### src/rtl/swp_pkg.sv
package swp_pkg;

    typedef enum logic [1:0] {
        TX_IDLE,
        TX_SYNC,
        TX_MARK,
        TX_DATA
    } tx_state_e;

    typedef enum logic [2:0] {
        RX_IDLE,
        RX_WLOW,
        RX_WHIGH,
        RX_LEAD,
        RX_BITS,
        RX_TAIL
    } rx_state_e;

endpackage

### src/rtl/swp_sync.sv
module swp_sync #(
    parameter logic IDLE_LEVEL = 1'b1
) (
    input  logic clk,
    input  logic rst_n,
    input  logic d,
    output logic q
);
    typedef struct packed {
        logic s1;
        logic s2;
    } sync_t;

    sync_t r_d, r_q;

    always_comb begin
        r_d.s1 = d;
        r_d.s2 = r_q.s1;
    end

    always_ff @(posedge clk or negedge rst_n) begin
        if (!rst_n) r_q <= '{s1: IDLE_LEVEL, s2: IDLE_LEVEL};
        else        r_q <= r_d;
    end

    assign q = r_q.s2;
endmodule

### src/rtl/swp_tx.sv
module swp_tx
    import swp_pkg::*;
#(
    parameter int BIT_CYCLES  = 96,
    parameter int MARK_CYCLES = 2,
    parameter int DATA_BITS   = 8
) (
    input  logic                 clk,
    input  logic                 rst_n,
    input  logic                 start,
    input  logic [DATA_BITS-1:0] data,
    output logic                 line_oe,
    output logic                 line_out,
    output logic                 busy,
    output logic                 done
);
    localparam int CMAX = (BIT_CYCLES > MARK_CYCLES) ? BIT_CYCLES : MARK_CYCLES;
    localparam int CW   = $clog2(CMAX + 1);
    localparam int IW   = $clog2(DATA_BITS + 1);

    typedef struct packed {
        tx_state_e          st;
        logic [CW-1:0]      cnt;
        logic [IW-1:0]      idx;
        logic [DATA_BITS:0] sh;
        logic               parked;
        logic               done;
    } tx_regs_t;

    tx_regs_t r_d, r_q;

    always_comb begin
        r_d      = r_q;
        r_d.done = 1'b0;
        unique case (r_q.st)
            TX_IDLE: begin
                if (start) begin
                    r_d.st  = TX_SYNC;
                    r_d.cnt = '0;
                    r_d.sh  = {data, ^data};
                end
            end
            TX_SYNC: begin
                if (r_q.cnt == CW'(BIT_CYCLES - 1)) begin
                    r_d.st  = TX_MARK;
                    r_d.cnt = '0;
                end else begin
                    r_d.cnt = r_q.cnt + CW'(1);
                end
            end
            TX_MARK: begin
                if (r_q.cnt == CW'(MARK_CYCLES - 1)) begin
                    r_d.st  = TX_DATA;
                    r_d.cnt = '0;
                    r_d.idx = '0;
                end else begin
                    r_d.cnt = r_q.cnt + CW'(1);
                end
            end
            TX_DATA: begin
                if (r_q.cnt == CW'(BIT_CYCLES - 1)) begin
                    r_d.cnt = '0;
                    if (r_q.idx == IW'(DATA_BITS)) begin
                        r_d.st     = TX_IDLE;
                        r_d.parked = 1'b1;
                        r_d.done   = 1'b1;
                    end else begin
                        r_d.idx = r_q.idx + IW'(1);
                        r_d.sh  = {r_q.sh[DATA_BITS-1:0], 1'b0};
                    end
                end else begin
                    r_d.cnt = r_q.cnt + CW'(1);
                end
            end
            default: r_d.st = TX_IDLE;
        endcase
    end

    always_ff @(posedge clk or negedge rst_n) begin
        if (!rst_n) begin
            r_q <= '{st: TX_IDLE, cnt: '0, idx: '0, sh: '0, parked: 1'b0, done: 1'b0};
        end else begin
            r_q <= r_d;
        end
    end

    assign busy     = (r_q.st != TX_IDLE);
    assign done     = r_q.done;
    assign line_oe  = busy || r_q.parked;
    assign line_out = (r_q.st == TX_MARK) ||
                      ((r_q.st == TX_DATA) && r_q.sh[DATA_BITS]);
endmodule

### src/rtl/swp_rx.sv
module swp_rx
    import swp_pkg::*;
#(
    parameter int BIT_CYCLES   = 96,
    parameter int MARK_CYCLES  = 2,
    parameter int WAIT_PERIODS = 5,
    parameter int DATA_BITS    = 8
) (
    input  logic                 clk,
    input  logic                 rst_n,
    input  logic                 arm,
    input  logic                 s,
    output logic                 busy,
    output logic                 done,
    output logic [DATA_BITS-1:0] data,
    output logic                 perr
);
    localparam int HALF1      = BIT_CYCLES / 2;
    localparam int HALF2      = BIT_CYCLES - HALF1;
    localparam int LEAD_LEN   = MARK_CYCLES + HALF1;
    localparam int WAIT_LIMIT = WAIT_PERIODS * BIT_CYCLES;
    localparam int CMAX_A     = (WAIT_LIMIT > LEAD_LEN) ? WAIT_LIMIT : LEAD_LEN;
    localparam int CMAX       = (CMAX_A > BIT_CYCLES) ? CMAX_A : BIT_CYCLES;
    localparam int CW         = $clog2(CMAX + 1);
    localparam int IW         = $clog2(DATA_BITS + 1);

    typedef struct packed {
        rx_state_e            st;
        logic [CW-1:0]        cnt;
        logic [IW-1:0]        idx;
        logic [DATA_BITS:0]   sh;
        logic [DATA_BITS-1:0] data;
        logic                 perr;
        logic                 done;
    } rx_regs_t;

    rx_regs_t r_d, r_q;

    always_comb begin
        r_d      = r_q;
        r_d.done = 1'b0;
        unique case (r_q.st)
            RX_IDLE: begin
                if (arm) begin
                    r_d.st  = RX_WLOW;
                    r_d.cnt = '0;
                end
            end
            RX_WLOW: begin
                if (!s) begin
                    r_d.st = RX_WHIGH;
                end else if (r_q.cnt == CW'(WAIT_LIMIT - 1)) begin
                    r_d.st  = RX_LEAD;
                    r_d.cnt = '0;
                end else begin
                    r_d.cnt = r_q.cnt + CW'(1);
                end
            end
            RX_WHIGH: begin
                if (s) begin
                    r_d.st  = RX_LEAD;
                    r_d.cnt = '0;
                end
            end
            RX_LEAD: begin
                if (r_q.cnt == CW'(LEAD_LEN - 1)) begin
                    r_d.sh  = {r_q.sh[DATA_BITS-1:0], s};
                    r_d.st  = RX_BITS;
                    r_d.cnt = '0;
                    r_d.idx = IW'(1);
                end else begin
                    r_d.cnt = r_q.cnt + CW'(1);
                end
            end
            RX_BITS: begin
                if (r_q.cnt == CW'(BIT_CYCLES - 1)) begin
                    r_d.sh  = {r_q.sh[DATA_BITS-1:0], s};
                    r_d.cnt = '0;
                    if (r_q.idx == IW'(DATA_BITS)) r_d.st  = RX_TAIL;
                    else                           r_d.idx = r_q.idx + IW'(1);
                end else begin
                    r_d.cnt = r_q.cnt + CW'(1);
                end
            end
            RX_TAIL: begin
                if (r_q.cnt == CW'(HALF2 - 1)) begin
                    r_d.st   = RX_IDLE;
                    r_d.done = 1'b1;
                    r_d.data = r_q.sh[DATA_BITS:1];
                    r_d.perr = ^r_q.sh;
                end else begin
                    r_d.cnt = r_q.cnt + CW'(1);
                end
            end
            default: r_d.st = RX_IDLE;
        endcase
    end

    always_ff @(posedge clk or negedge rst_n) begin
        if (!rst_n) begin
            r_q <= '{st: RX_IDLE, cnt: '0, idx: '0, sh: '0, data: '0, perr: 1'b0, done: 1'b0};
        end else begin
            r_q <= r_d;
        end
    end

    assign busy = (r_q.st != RX_IDLE);
    assign done = r_q.done;
    assign data = r_q.data;
    assign perr = r_q.perr;
endmodule

### src/rtl/sw_parity_xcvr.sv
module sw_parity_xcvr #(
    parameter int BIT_CYCLES   = 96,
    parameter int MARK_CYCLES  = 2,
    parameter int WAIT_PERIODS = 5,
    parameter int DATA_BITS    = 8
) (
    input  logic                 clk,
    input  logic                 rst_n,
    input  logic                 tx_start,
    input  logic [DATA_BITS-1:0] tx_data,
    output logic                 tx_busy,
    output logic                 tx_done,
    output logic                 line_oe,
    output logic                 line_out,
    input  logic                 line_in,
    input  logic                 rx_arm,
    output logic                 rx_busy,
    output logic                 rx_done,
    output logic [DATA_BITS-1:0] rx_data,
    output logic                 rx_perr
);
    logic line_s;

    swp_tx #(
        .BIT_CYCLES (BIT_CYCLES),
        .MARK_CYCLES(MARK_CYCLES),
        .DATA_BITS  (DATA_BITS)
    ) u_tx (
        .clk     (clk),
        .rst_n   (rst_n),
        .start   (tx_start),
        .data    (tx_data),
        .line_oe (line_oe),
        .line_out(line_out),
        .busy    (tx_busy),
        .done    (tx_done)
    );

    swp_sync #(.IDLE_LEVEL(1'b1)) u_sync (
        .clk  (clk),
        .rst_n(rst_n),
        .d    (line_in),
        .q    (line_s)
    );

    swp_rx #(
        .BIT_CYCLES  (BIT_CYCLES),
        .MARK_CYCLES (MARK_CYCLES),
        .WAIT_PERIODS(WAIT_PERIODS),
        .DATA_BITS   (DATA_BITS)
    ) u_rx (
        .clk  (clk),
        .rst_n(rst_n),
        .arm  (rx_arm),
        .s    (line_s),
        .busy (rx_busy),
        .done (rx_done),
        .data (rx_data),
        .perr (rx_perr)
    );
endmodule

### config.mk
export PLATFORM = sky130hd
export DESIGN_NAME = sw_parity_xcvr
export DESIGN_NICKNAME = d
export VERILOG_FILES = /design/src/rtl/swp_pkg.sv /design/src/rtl/swp_sync.sv /design/src/rtl/swp_tx.sv /design/src/rtl/swp_rx.sv /design/src/rtl/sw_parity_xcvr.sv
export SDC_FILE = /design/constraint.sdc
export NUM_CORES = 1
export LEC_CHECK = 0
export ABC_AREA = 1
export BUFFER_PORTS_ARGS = -buffer_cell sky130_fd_sc_hd__buf_4
export CORE_MARGIN = 3
export CORE_UTILIZATION = 60
export DETAILED_ROUTE_END_ITERATION = 10
export HOLD_SLACK_MARGIN = 0.03
export PLACE_DENSITY = 0.8
export SKIP_LAST_GASP = 1
export SLEW_MARGIN = 20
export SYNTH_ARGS = -nofsm -noshare
export SYNTH_HDL_FRONTEND = slang
export SYNTH_HIERARCHICAL = 1
export SYNTH_SLANG_ARGS = --single-unit
### constraint.sdc
create_clock -name clk -period 2.8 [get_ports clk]
set_input_delay 0.7 -clock clk [delete_from_list [all_inputs] [get_ports clk]]
set_output_delay 0.7 -clock clk [all_outputs]
set_load 0.1 [all_outputs]
Yosys cells after proc, flatten, opt, wreduce, memory -nomap -nowiden. Cells that the tools add are included.

Register bits after elaboration: 61. Bits in latches: 0. Memory bits (writable): 0. Bits in read-only memories: 0. Bits of input ports: 13. Output and inout bits: 15. Word-level logic and storage cells: 110. Memories kept: 0.

Add/sub/neg operators: 4. Multiply operators: 0. Divide/modulo/power cells: 0. $lt $le $gt $ge: 0. Eq/ne operators: 32. Shift operators: 0. Muxes and demuxes: 37. Bitwise logic cells: 0. Reductions and logical operators: 22.

Operators with widths (count): $mux 9 (7); $pmux 9 s6 (1); $mux 13 (3); $pmux 9 s4 (1); $pmux 13 s2 (1); $mux 12 (2); $eq 9x6->1 const B (2); $mux 3 (6); $pmux 3 s6 (1); $pmux 9 s2 (1); $ne 2x1->1 const B (8); $mux 15 (1); $mux 7 (2); $ne 2x2->1 const B (7); $reduce_and 4->1 (3); $mux 2 (5); $reduce_and 5->1 (2); $add 9x1->9 const B (1); $eq 9x7->1 const B (1); $eq 9x9->1 const B (1); $reduce_xor 9->1 (1); $add 4x1->4 const B (2); $eq 4x4->1 const B (2); $mux 4 (2); 22 further kinds (32).

Longest topological paths before layout.
Depth after elaboration: 4. Depth in mapped cells: 11. Depth with buffers taken out: 11.

Cells and area by module. Netlist, hierarchy kept.

By module, submodules not included: swp_rx (instances 1, cells an instance 285, area each 2148.3 um^2, sequential area each 875.8 um^2); swp_tx (instances 1, cells an instance 213, area each 1559.0 um^2, sequential area each 600.6 um^2); swp_sync (instances 1, cells an instance 2, area each 52.6 um^2, sequential area each 52.6 um^2).

Least setup slack after synthesis. OpenSTA, ideal clock, no wires.

Path type: register -> output. Start: register u_tx/r_q[22] in the netlist's numbering. End: output port line_out. Data arrival time: 3026 ps. Data required time: 2100 ps. Path slack: -926 ps. Stages on the path, launching flop included: 5. Buffers on the path: 1. Cell sequence: dfrtp_1 > ha_1 > buf_4 > clkinv_1 > o21ai_0.

Word-level cells in the longest chain between the ends: 3. Elaborated cells on any way between the ends: 4. Those cells by class: eq/ne (2); reduce/logical (2).

Ends and longest elaborated chain: start, declared (line swp_tx.sv:30) `tx_regs_t r_d, r_q;`; start signal, assigned (line swp_tx.sv:81) `r_q <= '{st: TX_IDLE, cnt: '0, idx: '0, sh: '0, parked: 1'b0, done: 1'b0};`; start signal, assigned (line swp_tx.sv:83) `r_q <= r_d;`; $eq 2x2->1 (line swp_tx.sv:91) `((r_q.st == TX_DATA) && r_q.sh[DATA_BITS]);`; $logic_and 1x1->1 (line swp_tx.sv:91); $logic_or 1x1->1 (*) (line swp_tx.sv:90) `assign line_out = (r_q.st == TX_MARK) ||`; end, declared (line sw_parity_xcvr.sv:14) `output logic line_out,`.

Mark *: on every way between the ends. The rest lies on a longest branch, timed or not.

Worst setup path after layout. Ends and elaborated chain as after synthesis.

==> impl_metrics.env <==
export IMPL_area_delta_synth_final_pct=9.82
export IMPL_synth_most_common_cell="nand2_1"
export IMPL_min_from="u_sync/r_d[0]"
export IMPL_grt_usage=0.212
export IMPL_post_route_util=0.689
export IMPL_wl_per_cell_um=11.5
export IMPL_cts_buffer_depth=2
export IMPL_muxShareOfSynthArea=0
export IMPL_final_cells=605
export IMPL_syn_inst=500
export IMPL_fin_nets=550
export IMPL_yosysSeqAreaShare=0.407
export IMPL_clkPwrFrac=0.180
export IMPL_synth_seq_cells=61
export IMPL_clkSinkCount=61
export IMPL_clock_root_buffer="clkbuf_8"
export IMPL_synth_compound_area_frac=0.0935
export IMPL_swShare=0.484
export IMPL_diodes=0
export IMPL_clock_latency_ps=340
export IMPL_p_comb_frac=0.497
export IMPL_crit_path_start_kind="flip-flop"
export IMPL_cts_buffers=9
export IMPL_synth_fa_ha_area_frac=0.0399
export IMPL_grt_max_degree=62
export IMPL_synth_simple_gate_area_frac=0.329
export IMPL_hold_slack_ps=373
export IMPL_cts_resized=0
export IMPL_powerDensity_nw_per_um2=936
export IMPL_async_flop_share=1.00
export IMPL_rows=28
export IMPL_cts_hold_buffers=0
export IMPL_numPortBuffers=27
export IMPL_r2r_start="u_tx/r_q[22]"
export IMPL_syn_avg_cell_area_um2=7.52
export IMPL_ys_warn_count=6
export IMPL_synth_cell_types=36
export IMPL_grt_pass1_vias=2901
export IMPL_drc=0
export IMPL_slew_headroom=0.498
export IMPL_fp_coreArea_um2=5990
export IMPL_synthesis_nets=525
export IMPL_cts_tree="done"
export IMPL_gp_congestion=0.863
export IMPL_die_area_um2=7250
export IMPL_end_kind="output pin"
export IMPL_finClkSkew_ps=5.86
export IMPL_p_leak_nw=2.16
export IMPL_hpwl_mm=5.11
export IMPL_vdd_drop_max_uv=741
export IMPL_tns_ps=0
export IMPL_drtPass1Iterations=4
export IMPL_max_cap_violations=0
export IMPL_die_x_um=85.2
export IMPL_syn_area_um2=3760
export IMPL_ios=28
export IMPL_antenna_found_initial=0
export IMPL_synth_xor_area_frac=0.0233
export IMPL_antenna_left=0
export IMPL_drive_above_1_share=0.187
export IMPL_slew_viol_final=0
export IMPL_worstMarginPinSlew_ps=753
export IMPL_synth_top_family_by_area="simple AND/OR/NAND/NOR gates"
export IMPL_status="finished clean"
export IMPL_dp_cells=589
export IMPL_yosys_top_cells_area="dfrtp_1 (39%), nand2_1 (17%), inv_1 (6.3%), nand3_1 (4.9%), ha_1 (4.0%)"
export IMPL_grt_first_pass_wirelength_mm=12.4
export IMPL_finalCritPeriodShare=0.895
export IMPL_grt_setup_unrepaired="no"
export IMPL_hold_violations=0
export IMPL_grt_ovfl_total=0
export IMPL_synth_commonest_cells="nand2_1 (166), inv_1 (63), dfrtp_1 (59)"
export IMPL_via_per_inst=5.16
export IMPL_p_int_w=0.00199
export IMPL_vias=3124
export IMPL_path_max_fanout=10
export IMPL_setup_violations_final=0
export IMPL_clkSlewWorstSetupHoldPaths_ps=70
export IMPL_start_util=0.628
export IMPL_cp_required_ps=2100
export IMPL_die_h_um=85.2
export IMPL_hp_class="reg2reg"
export IMPL_synth_area_leader_cell="dfrtp_1"
export IMPL_cp_arrival_ps=1800
export IMPL_wirelength_mm=6.94
export IMPL_cts_max_level=3
export IMPL_synth_edff_count=0
export IMPL_timing_fmax_ghz=0.399
export IMPL_p_sw_w=0.00187
export IMPL_cts_setup_buffers=0
export IMPL_path_class="reg2out"
export IMPL_drt_iter0_drc=151
export IMPL_synth_flop_cell="dfrtp_1"
export IMPL_startpoint="u_tx/r_q[22]"
export IMPL_yosysTopAreaCellShare=0.393
export IMPL_period_minus_slack_ps=2500
export IMPL_power_frac_seq=0.323
[power groups by stage]
stage                     registers (W)  clock network (W)  logic, W
final                           0.00125           0.000695   0.00192
after CTS                       0.00124           0.000717   0.00194
after detailed placement        0.00126                  0   0.00193
after floorplan                 0.00122                  0   0.00164
after global routing            0.00127           0.000751   0.00218
after global placement          0.00125                  0   0.00187
[layer usage]
| layer | global-route usage | vias up | part of all wire |
|---|---|---|---|
| met5 | 0 | - | 0 |
| met2 | 0.355 | 55 | 0.49 |
| met1 | 0.265 | 1451 | 0.45 |
| li1 | - | 1606 | - |
| met3 | 0.0359 | 12 | 0.036 |
| met4 | 0.105 | 0 | 0.022 |
[sequential cells by signal (all words and copies together), names as in the netlist]
name and cells:
u_rx/r_q 25, u_tx/r_q 23, u_rx/data 8, u_rx/done 1
u_rx/perr 1, u_sync/q 1, u_sync/r_d 1, u_tx/done 1
[area by class of cell]
cell class                      instances  area (um2)
Fill cell                             511        1860
Tap cell                               75        93.8
Clock buffer                           10         138
Inverter                               76         290
Clock inverter                          6        38.8
Multi-Input combinational cell        349        1830
Timing Repair Buffer                   28         210
Sequential cell                        61        1530
[worst max-delay path, cell delays in order, from the launching register on]
cell and delay [ps]:
dfrtp_1 400, ha_1 430, clkinv_1 180, o21ai_2 160
buf_4 300
[path summary, 6_finish.rpt]
check                      slack [ps]  cells after the start            to
max                               300                      4      line_out
min                               370                      0      u_sync/q
max reg2reg                       970                      9  u_tx/r_q[12]
min reg2reg                       370                      0      u_sync/q
max in group asynchronous        1870                      1     u_rx/perr
min in group asynchronous         420                      1  u_rx/data[7]
[cell usage in the layout (no fill, tap or decap), types with 3 or more instances in the layout]
cell type,synthesis,layout
a21oi_1,8,8
buf_4,9,28
clkbuf_8,0,10
clkinv_2,0,3
dfrtp_1,59,59
ha_1,12,12
inv_1,63,63
inv_2,11,11
nand2_1,166,166
nand2_2,7,7
nand2_4,5,5
nand3_1,37,37
nand4_1,4,4
nor2_1,26,26
nor2_2,5,5
nor2_4,7,7
o21ai_0,24,23
o21ai_1,11,11
o21ai_2,11,12
o22ai_1,4,4
xnor2_1,4,4
xor2_1,6,6
[logic make-up after synthesis]
logic type | Yosys count
adders and majority gates | 12
buffers and inverters | 90
and+or+nand+nor | 267
xor gates and xnor gates | 10
DFF | 61
AOI/OAI and AO/OA | 60
[metrics by stage]
step | area [um2] | setup slack, ps | power [W]
floorplan | 3760 | 342 | 0.00286
global placement | 3950 | 686 | 0.00312
detailed placement | 3950 | 651 | 0.00319
CTS | 4130 | 265 | 0.00390
global route | 4130 | 138 | 0.00420
finish | 4130 | 295 | 0.00387
(Power assumes the default switching activity.)
